$ cat src/rtl/irq_nest_pkg.sv
package irq_nest_pkg;
    timeunit 1ns;
    timeprecision 100ps;

    typedef enum logic [1:0] {
        LV_BASE = 2'b00,
        LV_LOW  = 2'b01,
        LV_HFB  = 2'b10,
        LV_HOL  = 2'b11
    } lvl_e;

    // Strobes needed after a guarded return before a request may rise
    localparam int GUARD_STROBES = 2;
    localparam int GUARD_W       = $clog2(GUARD_STROBES + 1);

    typedef struct packed {
        logic valid;
        logic hi;
    } pick_s;

    function automatic lvl_e lvl_on_accept(lvl_e cur, logic hi);
        lvl_e nxt;
        nxt = cur;
        unique case (cur)
            LV_BASE: nxt = hi ? LV_HFB : LV_LOW;
            LV_LOW:  nxt = hi ? LV_HOL : LV_LOW;
            default: nxt = cur;
        endcase
        return nxt;
    endfunction

    function automatic lvl_e lvl_on_reti(lvl_e cur);
        lvl_e nxt;
        unique case (cur)
            LV_HFB:  nxt = LV_BASE;
            LV_HOL:  nxt = LV_LOW;
            LV_LOW:  nxt = LV_BASE;
            default: nxt = LV_BASE;
        endcase
        return nxt;
    endfunction

    function automatic logic reti_arms_guard(lvl_e cur);
        return (cur == LV_LOW) || (cur == LV_HOL);
    endfunction

    function automatic logic lvl_admits(lvl_e cur, logic hi);
        return (cur == LV_BASE) || ((cur == LV_LOW) && hi);
    endfunction
endpackage

$ cat src/rtl/irq_sampler.sv
module irq_sampler #(
    parameter int          NSRC     = 8,
    parameter logic [NSRC-1:0] EXT_MASK = '0
) (
    input  logic            clk,
    input  logic            rst,
    input  logic            strobe_i,
    input  logic [NSRC-1:0] flags_i,
    input  logic [NSRC-1:0] en_i,
    input  logic            ext_rst_i,
    input  logic            idle_i,
    input  logic            pdown_i,
    output logic [NSRC-1:0] qual_o,
    output logic            wake_o
);
    timeunit 1ns;
    timeprecision 100ps;

    logic [NSRC-1:0] snap_q;

    always_ff @(posedge clk) begin
        if (rst)           snap_q <= '0;
        else if (strobe_i) snap_q <= flags_i;
    end

    assign qual_o = snap_q & en_i;

    // Wake-up works on raw flags: the clock is assumed stopped in sleep
    logic any_raw, any_pin;
    assign any_raw = |flags_i;
    assign any_pin = |(flags_i & en_i & EXT_MASK);

    always_comb begin
        if (pdown_i)     wake_o = any_pin | ext_rst_i;
        else if (idle_i) wake_o = any_raw | ext_rst_i;
        else             wake_o = 1'b0;
    end
endmodule

$ cat src/rtl/irq_pick.sv
module irq_pick #(
    parameter int NSRC = 8,
    localparam int VW  = (NSRC > 1) ? $clog2(NSRC) : 1
) (
    input  logic [NSRC-1:0]        qual_i,
    input  logic [NSRC-1:0]        prio_i,
    output irq_nest_pkg::pick_s    pick_o,
    output logic [VW-1:0]          vec_o
);
    timeunit 1ns;
    timeprecision 100ps;

    logic [NSRC-1:0] hi_req, lo_req;
    logic [VW-1:0]   hi_idx, lo_idx;
    logic            hi_any, lo_any;

    assign hi_req = qual_i & prio_i;
    assign lo_req = qual_i & ~prio_i;

    // Scan from the top down so the lowest index is written last
    always_comb begin
        hi_idx = '0;
        lo_idx = '0;
        for (int i = NSRC - 1; i >= 0; i--) begin
            if (hi_req[i]) hi_idx = VW'(i);
            if (lo_req[i]) lo_idx = VW'(i);
        end
    end

    assign hi_any = |hi_req;
    assign lo_any = |lo_req;

    assign pick_o.valid = hi_any | lo_any;
    assign pick_o.hi    = hi_any;
    assign vec_o        = hi_any ? hi_idx : lo_idx;
endmodule

$ cat src/rtl/irq_level_fsm.sv
module irq_level_fsm (
    input  logic               clk,
    input  logic               rst,
    input  logic               accept_i,
    input  logic               accept_hi_i,
    input  logic               reti_i,
    input  logic               strobe_i,
    output irq_nest_pkg::lvl_e lvl_o,
    output logic               guard_clear_o
);
    timeunit 1ns;
    timeprecision 100ps;
    import irq_nest_pkg::*;

    lvl_e               lvl_q;
    logic [GUARD_W-1:0] gcnt_q;

    always_ff @(posedge clk) begin
        if (rst) begin
            lvl_q  <= LV_BASE;
            gcnt_q <= '0;
        end else if (reti_i) begin
            lvl_q <= lvl_on_reti(lvl_q);
            if (reti_arms_guard(lvl_q))
                gcnt_q <= GUARD_W'(GUARD_STROBES);
            else if (strobe_i && gcnt_q != '0)
                gcnt_q <= gcnt_q - 1'b1;
        end else begin
            if (accept_i)
                lvl_q <= lvl_on_accept(lvl_q, accept_hi_i);
            if (strobe_i && gcnt_q != '0)
                gcnt_q <= gcnt_q - 1'b1;
        end
    end

    assign lvl_o         = lvl_q;
    assign guard_clear_o = (gcnt_q == '0);
endmodule

$ cat src/rtl/irq_nest_arbiter.sv
module irq_nest_arbiter #(
    parameter int              NSRC       = 8,
    parameter logic [NSRC-1:0] EXT_MASK   = 8'hFF,
    parameter logic [NSRC-1:0] HWCLR_MASK = 8'h0F,
    localparam int             VW         = (NSRC > 1) ? $clog2(NSRC) : 1
) (
    input  logic            clk,
    input  logic            rst,
    input  logic            ext_rst_i,
    input  logic [NSRC-1:0] flags_i,
    input  logic [NSRC-1:0] en_i,
    input  logic [NSRC-1:0] prio_i,
    input  logic            insn_start_i,
    input  logic            reti_i,
    input  logic            ack_i,
    input  logic            idle_i,
    input  logic            pdown_i,
    output logic            irq_o,
    output logic [VW-1:0]   vec_o,
    output logic            irq_hi_o,
    output logic [NSRC-1:0] hwclr_o,
    output logic            wake_o,
    output logic [1:0]      level_o
);
    timeunit 1ns;
    timeprecision 100ps;
    import irq_nest_pkg::*;

    logic [NSRC-1:0] qual;
    pick_s           pick;
    logic [VW-1:0]   pick_vec;
    lvl_e            lvl;
    logic            guard_clear;

    logic            req_q, hi_q;
    logic [VW-1:0]   vec_q;
    logic [NSRC-1:0] hwclr_q;
    logic            sleep, eligible, accept;

    irq_sampler #(.NSRC(NSRC), .EXT_MASK(EXT_MASK)) u_smp (
        .clk       (clk),
        .rst       (rst),
        .strobe_i  (insn_start_i),
        .flags_i   (flags_i),
        .en_i      (en_i),
        .ext_rst_i (ext_rst_i),
        .idle_i    (idle_i),
        .pdown_i   (pdown_i),
        .qual_o    (qual),
        .wake_o    (wake_o)
    );

    irq_pick #(.NSRC(NSRC)) u_pick (
        .qual_i (qual),
        .prio_i (prio_i),
        .pick_o (pick),
        .vec_o  (pick_vec)
    );

    irq_level_fsm u_lvl (
        .clk           (clk),
        .rst           (rst),
        .accept_i      (accept),
        .accept_hi_i   (hi_q),
        .reti_i        (reti_i),
        .strobe_i      (insn_start_i),
        .lvl_o         (lvl),
        .guard_clear_o (guard_clear)
    );

    assign sleep    = idle_i | pdown_i;
    assign eligible = pick.valid & guard_clear & lvl_admits(lvl, pick.hi);
    assign accept   = req_q & ack_i & ~sleep;

    always_ff @(posedge clk) begin
        if (rst) begin
            req_q <= 1'b0;
            hi_q  <= 1'b0;
            vec_q <= '0;
        end else if (sleep || reti_i || accept) begin
            req_q <= 1'b0;
        end else if (!req_q && eligible) begin
            req_q <= 1'b1;
            hi_q  <= pick.hi;
            vec_q <= pick_vec;
        end
    end

    always_ff @(posedge clk) begin
        if (rst)         hwclr_q <= '0;
        else if (accept) hwclr_q <= (NSRC'(1) << vec_q) & HWCLR_MASK;
        else             hwclr_q <= '0;
    end

    assign irq_o    = req_q & ~sleep;
    assign vec_o    = vec_q;
    assign irq_hi_o = hi_q;
    assign hwclr_o  = hwclr_q;
    assign level_o  = lvl;
endmodule

$ cat config.mk
export PLATFORM = sky130hd
export DESIGN_NAME = irq_nest_arbiter
export DESIGN_NICKNAME = d
export VERILOG_FILES = /design/src/rtl/irq_nest_pkg.sv /design/src/rtl/irq_sampler.sv /design/src/rtl/irq_pick.sv /design/src/rtl/irq_level_fsm.sv /design/src/rtl/irq_nest_arbiter.sv
export SDC_FILE = /design/constraint.sdc
export NUM_CORES = 1
export LEC_CHECK = 0
export BUFFER_PORTS_ARGS = -buffer_cell sky130_fd_sc_hd__buf_4
export CORE_UTILIZATION = 45
export DETAILED_ROUTE_END_ITERATION = 7
export MAX_ROUTING_LAYER = met4
export PLACE_DENSITY = 0.73
export SETUP_SLACK_MARGIN = 0.15
export SLEW_MARGIN = 25
export SYNTH_ARGS = -nofsm -noshare
export SYNTH_HDL_FRONTEND = slang
export SYNTH_HIERARCHICAL = 1
export SYNTH_SLANG_ARGS = --single-unit
$ cat constraint.sdc
create_clock -name clk -period 3.6 [get_ports clk]
set_input_delay 0.72 -clock clk [delete_from_list [all_inputs] [get_ports clk]]
set_output_delay 0.72 -clock clk [all_outputs]
set_load 0.02 [all_outputs]
# After elaboration in Yosys (flattened, before gate mapping)
# Index checks and enable logic that the tools add are counted.
[classes]
addsub = 1
eq_ne = 2
n_shift = 1
n_mux = 28
bitwise = 17
n_reduce_logical = 21
[op_table]
columns = ["op", "count"]
rows = [
  ["2-to-1 mux 3 bit", 17],
  ["bitwise AND 8 bit", 4],
  ["OR reduction 8 bit", 4],
  ["2-to-1 mux 2 bit", 7],
  ["inverter 8 bit", 1],
  ["bitwise AND 1 bit", 5],
  ["zero test 2 bit", 2],
  ["logical OR 1 bit", 4],
  ["bitwise OR 1 bit", 4],
  ["one-hot mux 2 bit (2 select lines)", 1],
  ["AND reduction 2 bit", 2],
  ["nonzero test 2 bit", 2],
  ["OR reduction 2 bit", 2],
  ["<< shifter 1 x 3 -> 4 bit, first input constant", 1],
  ["logical AND 1 bit", 3],
  ["2-to-1 mux 1 bit", 3],
  ["inverter 1 bit", 3],
  ["nonzero test 3 bit", 1],
  ["== test 2 x 1 -> 1 bit, second input constant", 1],
  ["== test 2 bit, second input constant", 1],
  ["subtractor 2 x 1 -> 2 bit, second input constant", 1],
  ["zero test 1 bit", 1],
]
[word_totals]
reg_bits = 25
output_inout_bits = 16
word_cells = 78

# Logic depth before layout (Yosys ltp)
# Gate-level depths: netlist of run 1.
[logic_depth]
word_depth = 11
ltp_mapped = 8
depth_no_buf = 8

# Cells and area by module
# Netlist of run 1, hierarchy kept.
[by_module_without_submodules]
columns = ["mod", "instances", "cells_per_inst", "area_per_inst_um2", "seq_area_each_um2"]
rows = [
  ["irq_nest_arbiter", 1, 42, 430.4, 180.2],
  ["irq_sampler", 1, 45, 404.1, 160.2],
  ["irq_pick", 1, 39, 322.8, 0.0],
  ["irq_level_fsm", 1, 19, 187.7, 80.1],
]

# Worst setup path before layout of run 1
# OpenSTA, ideal clock, no wires.
[synth_path]
kind = "input to register"
start = "input port en_i[3]"
end = "register hi_q (netlist: irq_hi_o)"
setup_ns = 0.128
arrival_time_ns = 2.185
slack_ns = 1.286
path_stages = 7
path_cell_list = "and2_1 > a22oi_2 > nand4_4 > or4b_1 > nand4bb_1 > nor3b_4 > mux2i_1"
[synth_lines]
columns = ["element", "line_no", "rtl"]
rows = [
  ["from (decl)", "irq_nest_arbiter.sv:11", "input logic [NSRC-1:0] en_i,"],
  ["to (signal assigned)", "irq_nest_arbiter.sv:84", "hi_q <= pick.hi;"],
  ["to (decl)", "irq_nest_arbiter.sv:35", "logic req_q, hi_q;"],
]

# Worst setup path in the final report of run 1
[layout_path]
start = "input port en_i[4]"
end = "output port wake_o"
[layout_between]
elab_chain_len = 4
[layout_rtl]
columns = ["element", "line_no", "rtl"]
rows = [
  ["bitwise AND 8 bit", "irq_sampler.sv:31", "assign any_pin = |(flags_i & en_i & EXT_MASK);"],
  ["OR reduction 8 bit", "irq_sampler.sv:31", ""],
  ["bitwise OR 1 bit", "irq_sampler.sv:34", "if (pdown_i) wake_o = any_pin | ext_rst_i;"],
  ["2-to-1 mux 1 bit", "irq_sampler.sv:34", ""],
  ["to (decl)", "irq_nest_arbiter.sv:22", "output logic wake_o,"],
]
# No other way between the ends.

==> reports/metrics.csv, run 1 <==
metric;value;unit
arrival time worst endpoint;1.67;ns
failing checks;DRC;
worst hold-check path type;flop to flop;
largest cells by area after synthesis;dfxtp_1, mux2i_1, nand2b_1;
WL per Instance;14.44;um
Yosys warning total;6;
top_reg_cell synth;dfxtp_1;
max cap viols;0;
Clock Pin Slew Worst Setup and Hold Paths;0.12;ns
unique cell type count in the Yosys netlist;53;
PwrDens;302.0;nW/um2
status;finished, violations left;
FMAX;419.1;MHz
Chip Width;56.67;um
Via Count;1238;
Post-route DRC;9;
pin count of the biggest net entering global routing;23;
Detail Route Antenna Nets;0;
CTS Sinks;21;
Setup crit end;wake_o;
Post-synth EDFFs;0;
Leak;0.0007541;uW
Crit Path Category;input port to primary output;
Synth area leader;dfxtp_1;
Async SR Flop Fraction;0;%
Final setup viols;0;
reg2reg start;u_smp/snap_q[3];
Yosys reg bits;21;
post-route cell area;1695;um2
R2R setup slack;1.57;ns
vias in the first global route;1181;
PostCTS Resize Cnt;0;
DP HPWL;2.581;mm
Synth Cell Area;1345;um2
number of setup buffers added after CTS;0;
hold buffer count at cts;0;
CTS root buf;clkbuf_4;
worst-skew pair later-pin latency;0.31;ns
first-pass GRT wire length;5.223;mm
RePlAce Congestion;0.8389;
syn avg cell area;9.276;um2
crit path launch type;input port;
Worst Path Max Fanout;2;
CTS tree;yes;
port bufs;43;
die area;3211;um2
Inserted Clock Buffers;3;
share of the clock period used by the worst path;66.27;%
RSZ-0062 raised after global routing;no;
I/O pins;48;
setup tns final;0;ns
dpl cell area;1668;um2
Starting Density;47.95;%
layout cells sized above 1;32.62;%
register area share after synthesis;31.26;%
min Tclk post-route;2.386;ns
All-Layer GR Usage;21.67;%
share of the synthesized area in the top cell type;31.26;%
Worst R2R End;vec_o[1];
Post-Syn Instances;145;
routed wire length;3.148;mm
Vias/cell;5.679;
DIE HEIGHT;56.67;um
Critical Path RT;2.88;ns
worst clock skew;0.004305;ns
CP startpoint;en_i[4];
TritonRoute pass-1 iters;6;
Hold Fails Final Rpt;0;
H-Tree Depth;1;
R2R depth;7;
Site Rows;19;
final slew viol count;0;
net total in the final layout;221;
clk buf depth;2;
DRT iter0 DRCs;59;
Max IR drop VDD;199.1;uV
CP Capture Type;primary output;
Overflow after GRT;0;
initial antenna violation count;0;
Area Growth Syn to Fin;26.05;%
core area;2805;um2
ANT cells;0;
Yosys cell counts, types with 2 or more instances:
cell type  count
a22oi_4        3
nand3_1        3
a22oi_1        2
dfxtp_1       21
a21oi_1        3
xnor2_1        3
and2_1         7
nand2_1        7
nor3b_1        3
nor2_1        13
buf_4          5
a222oi_1       2
or2b_1         2
a31oi_1        2
nor4_1         2
nor3_1         4
inv_1          5
mux2i_1       12
nand2b_1      11
and2_2         2
cells by family (layout without fill, tap and decap cells):
family | count (synthesis) | count (layout) | share of synthesized area [%]
buf+inv | 13 | 52 | 5.116
mux | 13 | 13 | 10.05
fa+ha+maj | 1 | 1 | 0.9301
xor+xnor | 3 | 3 | 1.954
compound gates | 25 | 25 | 17.95
flops | 21 | 21 | 31.26
other cells | 1 | 4 | 0.2788
simple gates | 68 | 68 | 32.47
power breakdown:
| part | switching, uW | internal, uW | leakage [uW] |
|---|---|---|---|
| Combinational | 69.9 | 74.2 | 0.000565 |
| Sequential | 5.45 | 242 | 0.000171 |
| Clock | 78.8 | 41.6 | 0.0000177 |
| Total | 154 | 358 | 0.000754 |
routing by layer:
| layer | track usage, % | share of wire, % | wire [um] |
|---|---|---|---|
| met5 | - | 0 | 0 |
| met4 | 11.07 | 1.4 | 44 |
| met3 | 2.765 | 4.9 | 154 |
| met2 | 39.97 | 53 | 1662 |
| met1 | 22.25 | 41 | 1286 |
layout by cell type, fill, tap and decap left out, types with 4 or more instances in the layout:
cell type / n
buf_4: 43
dfxtp_1: 21
nor2_1: 13
mux2i_1: 12
nand2b_1: 11
nand2_1: 7
and2_1: 7
inv_1: 5
nor3_1: 4
conb_1: 4
critical path, cell delays in order:
cell	delay (ns)
buf_4	0.11
a222oi_1	0.32
nand3_1	0.14
o221a_1	0.22
buf_4	0.15
layout make-up:
type                       count  area, um2
fill                         246       1110
multi-input combinational    114      867.1
sequential                    21      420.4
timing repair buffer          43      322.8
tap                           31      38.79
clock buffer                   3      22.52
inverter                       5      18.77
clock inverter                 1      5.005
sequential cells by signal (all words and copies together) (netlist names):
signal        cells
u_lvl/lvl_o       2
req_q             1
vec_o             3
irq_hi_o          1
u_lvl/gcnt_q      2
u_smp/snap_q      8
hwclr_o           4
how the worst min path moves through the flow:
| stage | startpoint | to | slack (ns) | depth (start not counted) |
|---|---|---|---|---|
| after CTS | u_smp/snap_q[5] | u_smp/snap_q[5] | 0.51 | 2 |
| after global routing | vec_o[2] | vec_o[2] | 0.52 | 2 |
| final | vec_o[2] | vec_o[2] | 0.50 | 2 |
| after floorplan | u_smp/snap_q[4] | u_smp/snap_q[4] | 0.45 | 2 |
| after detailed placement | u_smp/snap_q[5] | u_smp/snap_q[5] | 0.48 | 2 |
| after global placement | u_smp/snap_q[0] | u_smp/snap_q[0] | 0.47 | 2 |
stage by stage:
stage / util (%) / setup WS [ns] / hold WS (ns) / total power, uW / instances
5_1_grt: 60.44 / 1.162 / 0.5211 / 544.4 / 218
3_5_place_dp: 59.46 / 1.037 / 0.4778 / 396.4 / 214
3_3_place_gp: 59.46 / 1.107 / 0.4679 / 392.5 / 214
2_1_floorplan: - / 1.286 / 0.4514 / 347.2 / 148
6_report: 60.44 / 1.214 / 0.5038 / 512.1 / 218
4_1_cts: 60.44 / 1.203 / 0.5081 / 517.6 / 218
(Power assumes the default switching activity.)
==> run 2, diff against run 1 <==
==> constraint.sdc (replaced) <==
create_clock -name clk -period 2.3 [get_ports clk]
set_input_delay 0.46 -clock clk [delete_from_list [all_inputs] [get_ports clk]]
set_output_delay 0.46 -clock clk [all_outputs]
set_load 0.02 [all_outputs]
==> reports/metrics.csv, run 2 (same netlist as run 1, synthesis figures left out) <==
metric;value;unit
Starting Density;47.95;%
PostCTS Resize Cnt;0;
DRT iter0 DRCs;63;
TritonRoute pass-1 iters;8;
Vias/cell;5.621;
Via Count;1231;
most flop-heavy register;u_smp/snap_q;
commonest non-fill, non-tap cell in the layout;buf_4;
CTS Sinks;21;
setup slack after layout;0.3362;ns
dpl cells;215;
All-Layer GR Usage;22.41;%
min Tclk post-route;1.964;ns
final slew viol count;0;
worst-skew pair later-pin latency;0.31;ns
CP Capture Type;flop;
RSZ-0062 raised after global routing;no;
worst hold-check path type;input port to flop;
Max IR drop VDD;285.0;uV
Site Rows;19;
fin cells;219;
first-pass GRT wire length;5.326;mm
Final setup viols;0;
die area;3211;um2
GR Util met1;24.36;%
H-Tree Depth;1;
vias in the first global route;1195;
PwrDens;471.9;nW/um2
GR peak layer;met2;
Area Growth Syn to Fin;26.60;%
Place WS;0.06422;ns
Detail Route Antenna Nets;0;
status;finished, violations left;
routed wire length;3.175;mm
number of setup buffers added after CTS;0;
arrival time worst endpoint;2.17;ns
WL per Instance;14.50;um
pin count of the biggest net entering global routing;23;
Worst Path Max Fanout;4;
clk buf depth;2;
CTS root buf;clkbuf_4;
Filler cells;249;
I/O pins;48;
Post-route DRC;9;
GR Util met3;2.765;%
failing checks;DRC;
core area;2805;um2
met2 track demand over resource;41.67;%
Overflow after GRT;0;
Critical Path RT;2.50;ns
setup tns final;0;ns
hold buffer count at cts;0;
FMAX;509.2;MHz
CTS tree;yes;
Clock Pin Slew Worst Setup and Hold Paths;0.13;ns
share of the clock period used by the worst path;85.38;%
ANT cells;0;
net total in the final layout;222;
Inserted Clock Buffers;3;
worst clock skew;0.002234;ns
initial antenna violation count;0;
Chip Width;56.67;um
DIE HEIGHT;56.67;um
Crit Path Category;flop to flop;
max cap viols;0;
Leak;0.0007592;uW
Hold Fails Final Rpt;0;
most frequent cells in the layout;buf_4, dfxtp_1, nor2_1;
RePlAce Congestion;0.8453;
layout cells sized above 1;32.98;%
port bufs;43;
Largest register FFs;8;
crit path launch type;flop;
run 2: changes by cell type in the layout (fill, tap and decap cells not counted), sizes merged:
cell,before,now
buf,43,44
run 2: worst paths after layout:
path	startpoint	endpoint	slack, ns	cells past startpoint
worst min-delay path	reti_i	u_lvl/lvl_o[1]	0.33	2
worst max register to register	u_smp/snap_q[3]	vec_o[1]	0.34	7
worst min register to register	u_smp/snap_q[5]	u_smp/snap_q[5]	0.50	2
worst max-delay path	u_smp/snap_q[3]	vec_o[1]	0.34	7
run 2: routing by layer:
metal,up-vias,routed length (um)
li1,599,-
met1,584,1288
met2,46,1729
met3,2,138
met4,0,17
met5,-,0
run 2: cell type report:
cell class / instances / area (um2) / area share [%]
multi-input cells: 114 / 867.1 / 50.92
clock inverters: 1 / 5.005 / 0.2939
inverters: 5 / 18.77 / 1.102
well taps: 31 / 38.79 / 2.278
clock buffers: 3 / 22.52 / 1.323
repair buffers: 44 / 330.3 / 19.40
flip-flops and latches: 21 / 420.4 / 24.69
run 2: worst max-delay path, stage by stage (launching register included):
cell       delay (ns)
dfxtp_1          0.33
and2_1           0.17
a22oi_2          0.29
nand4_4          0.12
or4b_1           0.56
nand4bb_1        0.17
nor3b_4          0.09
mux2i_1          0.12
run 2: per-stage QoR:
step	hold WS [ns]	util, %	area [um2]	total power [uW]
after global placement	0.4652	59.72	1675	617.0
final	0.3273	60.70	1703	803.5
after global routing	0.3021	60.70	1703	848.9
after detailed placement	0.4760	59.72	1675	623.3
after floorplan	0.4514	-	1356	543.4
after CTS	0.3155	60.70	1703	810.5
run 2: where the power goes:
group	internal, uW	leakage, uW	switching (uW)
clock	64.9	0.0000177	122
combinational	119	0.000571	110
sequential	379	0.000171	8.85
